## config.mk

```make
export PLATFORM = sky130hd
export DESIGN_NAME = sop_flag_unit
export DESIGN_NICKNAME = d
export VERILOG_FILES = /design/src/rtl/sop_flag_unit.sv
export SDC_FILE = /design/constraint.sdc
export NUM_CORES = 1
export LEC_CHECK = 0
export BUFFER_PORTS_ARGS = -buffer_cell sky130_fd_sc_hd__buf_2
export CORE_MARGIN = 5
export CORE_UTILIZATION = 45
export CTS_CLUSTER_SIZE = 16
export DETAILED_ROUTE_END_ITERATION = 16
export HOLD_SLACK_MARGIN = 0.06
export PLACE_DENSITY = 0.65
export SLEW_MARGIN = 20
export SYNTH_ARGS = -nofsm -noshare
export SYNTH_HDL_FRONTEND = slang
export SYNTH_SLANG_ARGS = --single-unit
```

## constraint.sdc

```tcl
create_clock -name clk -period 7.8 [get_ports clk]
set_input_delay 0.78 -clock clk [delete_from_list [all_inputs] [get_ports clk]]
set_output_delay 0.78 -clock clk [all_outputs]
set_load 0.01 [all_outputs]
```

## src/rtl/sop_flag_unit.sv

```systemverilog
module sop_flag_unit #(
  parameter int W = 16
) (
  input  logic         clk,
  input  logic         rst_n,
  input  logic         start,
  input  logic [4:0]   op,
  input  logic         byte_mode,
  input  logic [W-1:0] dst_val,
  input  logic [W-1:0] src_val,
  input  logic [3:0]   flags_in,
  output logic [W-1:0] result,
  output logic         n_flag,
  output logic         z_flag,
  output logic         v_flag,
  output logic         c_flag,
  output logic         flags_valid,
  output logic         wr_stb
);
  localparam int B = W / 2;
  localparam logic [4:0] OP_CLR = 5'd0,  OP_COM = 5'd1,  OP_INC = 5'd2,  OP_DEC = 5'd3,
                         OP_NEG = 5'd4,  OP_ADC = 5'd5,  OP_SBC = 5'd6,  OP_ROR = 5'd7,
                         OP_ROL = 5'd8,  OP_ASR = 5'd9,  OP_ASL = 5'd10, OP_SWB = 5'd11,
                         OP_SXT = 5'd12, OP_BIC = 5'd13, OP_BIS = 5'd14, OP_XOR = 5'd15,
                         OP_MOV = 5'd16;
  localparam logic [W-1:0] W_MIN = {1'b1, {(W-1){1'b0}}};
  localparam logic [B-1:0] B_MIN = {1'b1, {(B-1){1'b0}}};

  logic         ci, ni, lane_b, shout, msb_a;
  logic [W-1:0] r, res_d;
  logic         rn, rz, at_min, at_max;
  logic [3:0]   f_d;

  assign ci     = flags_in[0];
  assign ni     = flags_in[3];
  assign lane_b = byte_mode && op != OP_SWB && op != OP_SXT;
  assign msb_a  = lane_b ? dst_val[B-1] : dst_val[W-1];

  always_comb begin
    r     = dst_val;
    shout = 1'b0;
    case (op)
      OP_CLR: r = '0;
      OP_COM: r = ~dst_val;
      OP_INC: r = dst_val + 1'b1;
      OP_DEC: r = dst_val - 1'b1;
      OP_NEG: r = ~dst_val + 1'b1;
      OP_ADC: r = dst_val + {{(W-1){1'b0}}, ci};
      OP_SBC: r = dst_val - {{(W-1){1'b0}}, ci};
      OP_ROR: begin
        r = lane_b ? {{B{1'b0}}, ci, dst_val[B-1:1]} : {ci, dst_val[W-1:1]};
        shout = dst_val[0];
      end
      OP_ROL: begin
        r = {dst_val[W-2:0], ci};
        shout = msb_a;
      end
      OP_ASR: begin
        r = lane_b ? {{B{1'b0}}, dst_val[B-1], dst_val[B-1:1]} : {dst_val[W-1], dst_val[W-1:1]};
        shout = dst_val[0];
      end
      OP_ASL: begin
        r = {dst_val[W-2:0], 1'b0};
        shout = msb_a;
      end
      OP_SWB: r = {dst_val[B-1:0], dst_val[W-1:B]};
      OP_SXT: r = {W{ni}};
      OP_BIC: r = dst_val & ~src_val;
      OP_BIS: r = dst_val | src_val;
      OP_XOR: r = dst_val ^ src_val;
      OP_MOV: r = src_val;
      default: r = dst_val;
    endcase
  end

  assign res_d  = lane_b ? {dst_val[W-1:B], r[B-1:0]} : r;
  assign rn     = (lane_b || op == OP_SWB) ? r[B-1] : r[W-1];
  assign rz     = (lane_b || op == OP_SWB) ? (r[B-1:0] == '0) : (r == '0);
  assign at_min = lane_b ? (r[B-1:0] == B_MIN) : (r == W_MIN);
  assign at_max = lane_b ? (r[B-1:0] == ~B_MIN) : (r == ~W_MIN);

  always_comb begin
    case (op)
      OP_CLR:                         f_d = 4'b0100;
      OP_COM:                         f_d = {rn, rz, 1'b0, 1'b1};
      OP_INC:                         f_d = {rn, rz, at_min, ci};
      OP_DEC:                         f_d = {rn, rz, at_max, ci};
      OP_NEG:                         f_d = {rn, rz, at_min, !rz};
      OP_ADC:                         f_d = {rn, rz, at_min & ci, rz & ci};
      OP_SBC:                         f_d = {rn, rz, at_min,
                                             ci & (lane_b ? dst_val[B-1:0] == '0 : dst_val == '0)};
      OP_ROR, OP_ROL, OP_ASR, OP_ASL: f_d = {rn, rz, rn ^ shout, shout};
      OP_SWB:                         f_d = {rn, rz, 2'b00};
      OP_SXT:                         f_d = {ni, !ni, 1'b0, ci};
      OP_BIC, OP_BIS, OP_XOR, OP_MOV: f_d = {rn, rz, 1'b0, ci};
      default:                        f_d = flags_in;
    endcase
  end

  always_ff @(posedge clk) begin
    if (!rst_n) begin
      result <= '0;
      {n_flag, z_flag, v_flag, c_flag} <= '0;
      flags_valid <= 1'b0;
      wr_stb <= 1'b0;
    end else begin
      flags_valid <= start;
      wr_stb <= flags_valid;
      if (start) begin
        result <= res_d;
        {n_flag, z_flag, v_flag, c_flag} <= f_d;
      end
    end
  end
endmodule


```

### Word level (Yosys, flattened, before mapping)

Index checks and enable logic that the tools add are counted.

* logic and storage cells: 69
* input port bits: 45
* output and inout port bits: 22
* register bits: 22

* equality and inequality tests: 22
* add/subtract/negate cells: 5
* bitwise gates (word level): 9
* reduce and logical (&&, ||, !) cells: 14
* multiplexer cells: 12

Operator list (count)
* $pmux 16 s17: 1
* $mux 16: 3
* $pmux 4 s11: 1
* $eq 5x4->1 const B: 8
* $add 16x1->16 const B: 2
* $logic_not 16->1: 2
* $not 16->16: 2
* $eq 5x3->1 const B: 4
* $add 16x1->16: 1
* $and 16x16->16: 1
* $eq 16x15->1 const B: 1
* $eq 16x16->1 const B: 1
* $logic_not 8->1: 2
* $or 16x16->16: 1
* $sub 16x1->16: 1
* $sub 16x1->16 const B: 1
* $xor 16x16->16: 1
* $eq 5x2->1 const B: 2
* $ne 5x4->1 const B: 2
* $eq 8x7->1 const B: 1
* $eq 8x8->1 const B: 1
* $reduce_or 4->1: 2
* $mux 1: 6
* $eq 5x1->1 const B: 1
* other kinds (9): 14

### Logic depth before layout (Yosys ltp)

* depth after elaboration: 9
* gate-level depth with buffers: 18
* mapped depth without buffers: 16

### Worst setup path before layout

Ideal clock, no wire load.

* kind: input-to-reg
* start point: input op[2]
* end point: register z_flag
* data arrival time: 3950 ps
* cell stages on the path: 16
* required time: 7726 ps
* path slack: 3776 ps
* cell sequence: buf_2 nor2b_1 a32oi_4 buf_4 xnor2_1 ha_1 nand2_1 or4_1 mux2i_1 a21oi_1 nor3_1 o211ai_1 nor4b_4 nand2_1 a211o_1 a31oi_1

* cells in the longest elaborated chain, start to end: 8

Ends and longest elaborated chain
* from (decl): RTL line 7 `input logic [4:0] op,`
* $ne 5x4->1: RTL line 36 `assign lane_b = byte_mode && op != OP_SWB && op != OP_SXT;`
* $logic_and 1x1->1 (2 in series): RTL line 36
* $mux 16 (on tied branches): RTL line 59, 51
* $pmux 16 s17: RTL line 42 `case (op)`
* $logic_not 16->1 / $logic_not 8->1 (equally long branches): RTL line 78 `assign rz = (lane_b || op == OP_SWB) ? (r[B-1:0] == '0) : (r == '0);`
* $mux 1: RTL line 78
* $pmux 4 s11 (*): RTL line 83 `case (op)`
* to (signal assigned): RTL line 103 `{n_flag, z_flag, v_flag, c_flag} <= '0;`
* to (signal assigned): RTL line 111 `{n_flag, z_flag, v_flag, c_flag} <= f_d;`
* to (decl): RTL line 14 `output logic z_flag,`

Every way passes the cells marked *; elsewhere a longest branch is shown, timed or not.
A chain may end at the register's enable or synchronous reset.

### Worst setup path in the final report

* start point: input op[0]
* end point: register c_flag

* cells in the longest elaborated chain, start to end: 9

Ends and longest elaborated chain
* $ne 5x4->1: RTL line 36
* $logic_and 1x1->1 (2 in series): RTL line 36
* $mux 16 (on tied branches): RTL line 59, 51
* $pmux 16 s17: RTL line 42
* $logic_not 16->1 / $logic_not 8->1 (equally long branches): RTL line 78
* $mux 1: RTL line 78
* $and 1x1->1 / $logic_not 1->1 (equally long branches): RTL line 89, 88
* $pmux 4 s11 (*): RTL line 83
* to (signal assigned): RTL line 103
* to (signal assigned): RTL line 111
* to (decl): RTL line 16 `output logic c_flag,`

Marked as above.

==> run_results.csv <==
group,metric,value,unit
setup_path,cp.required,7950,ps
global_routing,use_met2,0.505,
global_routing,grt_use_met1,0.415,
synth,synth_edf_count,0,
setup_path,cp_slowest_stage_delay,690,ps
global_routing,grt_usage,0.311,
placement,gp_congestion,0.975,
setup_path,cp_top_family,"simple AND/OR/NAND/NOR gates",
setup_path,r2r_cells,8,
clock_tree,cts-root-buf,"clkbuf_8",
hold_path,hp-class,"reg -> reg",
floorplan,initial_core_util,0.458,
detailed_routing,viasPerCell,6.94,
global_routing,grt_pass1_vias,5079,
clock_tree,clkTransAtPathRegs,80,ps
global_routing,grt_max_degree,39,
synth,yosys_most_used_dff,"dfxtp_1",
timing,drv_slew,0,
cells_and_area,diodes,0,
timing,rsz0062_at_grt,"false",
synth,synthCells,633,
setup_path,path_cells,"buf_2, nor2b_1, a32oi_4, xnor2_1, ha_1, nor3_1, nand2_1, mux2i_1, nor3_1, a211oi_1, and3_1, nand3_1, a21o_1, a211oi_1, o21ai_1",
hold_path,hold_path_depth,1,
power_and_ir_drop,p_leak,2.01,nW
setup_path,startpoint_type,"input port",
synth,ys_types,85,
global_routing,grt_pass1_wl,29.0,mm
cells_and_area,num-nets-final,733,
hold_path,min_to,"wr_stb",
clock_tree,clock_path_buffers,2,
clock_tree,cts_resized,0,
placement,io_buffer_count,66,
synth,seq_area_frac_synth,0.0987,
detailed_routing,wire_per_inst,23.8,um
synth,netlist_area,4460,um^2
clock_tree,cts_buffers,3,
setup_path,arrival,5340,ps
timing,worst_slew_pin_slew,951,ps
setup_path,cp_slowest_cell,"nor2b_1",
clock_tree,cts_hold_buf,0,
floorplan,io_pins,67,
timing,setup_tns,0,ps
clock_tree,cts_max_level,1,
timing,hold_viol,0,
synth,ys_top_cells_by_count,"nand2_1, nor2_1, ha_1, inv_1, nand3_1",
detailed_routing,firstDrtPassIters,5,
placement,dp_hpwl,13.8,mm
timing,hold_slack,460,ps
setup_path,crit-reg2reg-launch,"v_flag",
clock_tree,cts_tree,"done",
global_routing,grt_busiest_layer,"met2",
floorplan,dieArea,12000,um^2
synth,yosys-top-cells-area,"ha_1, dfxtp_1, nand2_1",
global_routing,use_met3,0.0476,
detailed_routing,drtIter0Drc,624,
setup_path,critPathMaxFanout,34,
synth,yosys_warnings,0,
power_and_ir_drop,power_density,95.8,nW/um^2
job,max_cap_viol_count,0,
global_routing,overflow,0,
hold_path,hold_path.startpoint,"flags_valid",
cells_and_area,final_layout_size_suffix_gt1_frac,0.147,
cells_and_area,fillers,1019,
detailed_routing,wl,18.6,mm
clock_tree,clk_latency,260,ps
synth,synth_top_cell_area_share,0.101,
synth,synth.most_common_cell,"nand2_1",
detailed_routing,drc,0,
synth,synth.largest_area_cell,"ha_1",
floorplan,core_area,9730,um^2
detailed_routing,num_vias,5444,
synth,synth_nets,714,
global_routing,antenna_found_initial,0,
setup_path,path_class,"in -> reg",
setup_path,r2r_slack,6330,ps
timing,slew_headroom,0.361,
detailed_routing,drtAntennaViolNets,0,
floorplan,die_h,110,um
timing,fmax,193,MHz
synth,async_flop_share,0,
synth,ys_seq_elements,22,
clock_tree,clock_sinks,22,
power_and_ir_drop,irDropWorstVdd,0.0000714,V
setup_path,endpoint_kind,"flop",
power_and_ir_drop,p_total,460,uW
timing,period_share,0.665,
floorplan,num_rows,36,
timing,fin_crit,5190,ps
outcome,status,"completed",
floorplan,die_w,110,um
clock_tree,post-cts-setup-buffers,0,
cells_and_area,area_growth,7.77,%
setup_path,rr_endpoint,"v_flag",
timing,setup_violations,0,
synth,avgSynthCellArea,7.05,um^2
setup_path,critPathBufInv,1,
timing,fin_skew,0.149,ps
final cells by class:
class	count	area, um^2	share of cell area
clock inverter	1	30.0	0.00625
sequential	22	440	0.0916
clock buffer	3	41.3	0.00859
tap	133	166	0.0346
timing repair buffer	69	353	0.0734
multi-input combinational	518	3630	0.756
inverter	38	143	0.0297
worst register-to-register path: stages, from the launching register on:
cell	delay (ps)
dfxtp_1	380
nor2_1	60
nor2_1	190
nand2_1	110
nor3_1	160
nand3_1	100
nor3_1	190
nand3_1	110
o211ai_1	90
registers in the layout (all words and copies together), names as in the netlist:
name,count
c_flag,1
z_flag,1
flags_valid,1
v_flag,1
wr_stb,1
n_flag,1
result,16
through the flow:
step	setup WS, ps	instance area, um^2	cells	utilization
floorplan	3780	4460	633	-
global placement	2540	4740	780	0.487
detailed placement	2410	4740	780	0.487
CTS	2710	4810	784	0.494
global route	2290	4810	784	0.494
finish	2610	4810	784	0.494
worst max-delay path by stage:
| stage | startpoint | end | depth (start not counted) |
|---|---|---|---|
| 2_1_floorplan | op[2] | z_flag | 16 |
| 3_3_place_gp | op[0] | c_flag | 15 |
| 3_5_place_dp | op[0] | c_flag | 15 |
| 4_1_cts | op[0] | c_flag | 15 |
| 5_1_grt | op[0] | c_flag | 15 |
| 6_report | op[0] | c_flag | 15 |
layout by cell type (no fill, tap or decap), drive strengths merged, types with 5 or more instances in the layout:
cell type / instances
nand3: 34
a221oi: 5
a211oi: 12
and3: 13
nor3b: 8
nand2: 54
a31oi: 10
nor2: 45
buf: 69
and3b: 6
or2: 5
and2: 8
o2111ai: 5
o21ai: 27
nor3: 33
o22ai: 6
o31ai: 5
mux2i: 20
inv: 36
nand2b: 9
nor2b: 6
nand4: 9
a21oi: 27
o221ai: 8
xnor2: 10
ha: 36
or3: 15
a32oi: 5
dfxtp: 22
a22oi: 8
nor4: 7
o211ai: 9
power by group:
| part | total, mW | internal [mW] | switching [mW] |
|---|---|---|---|
| clock | 0.102 | 0.0684 | 0.0337 |
| combinational | 0.234 | 0.0775 | 0.156 |
| sequential | 0.125 | 0.121 | 0.00393 |
| total | 0.460 | 0.267 | 0.194 |
cells by family (layout without fill, tap and decap cells):
family                     after synthesis  in the layout  share of synthesized area
DFF                                     22             22                     0.0987
buffers and inverters                   93            111                     0.0867
AOI/OAI and AO/OA                      172            172                      0.289
muxes                                   22             22                     0.0525
adders and majority gates               36             36                      0.101
xor gates and xnor gates                11             11                     0.0216
and+or+nand+nor                        277            277                      0.351
per-layer routing:
layer,vias to the layer above,wire length [um]
li1,2432,-
met1,2509,7310
met2,423,8340
met3,80,2110
met4,0,855
met5,-,0
(Power assumes the default switching activity.)
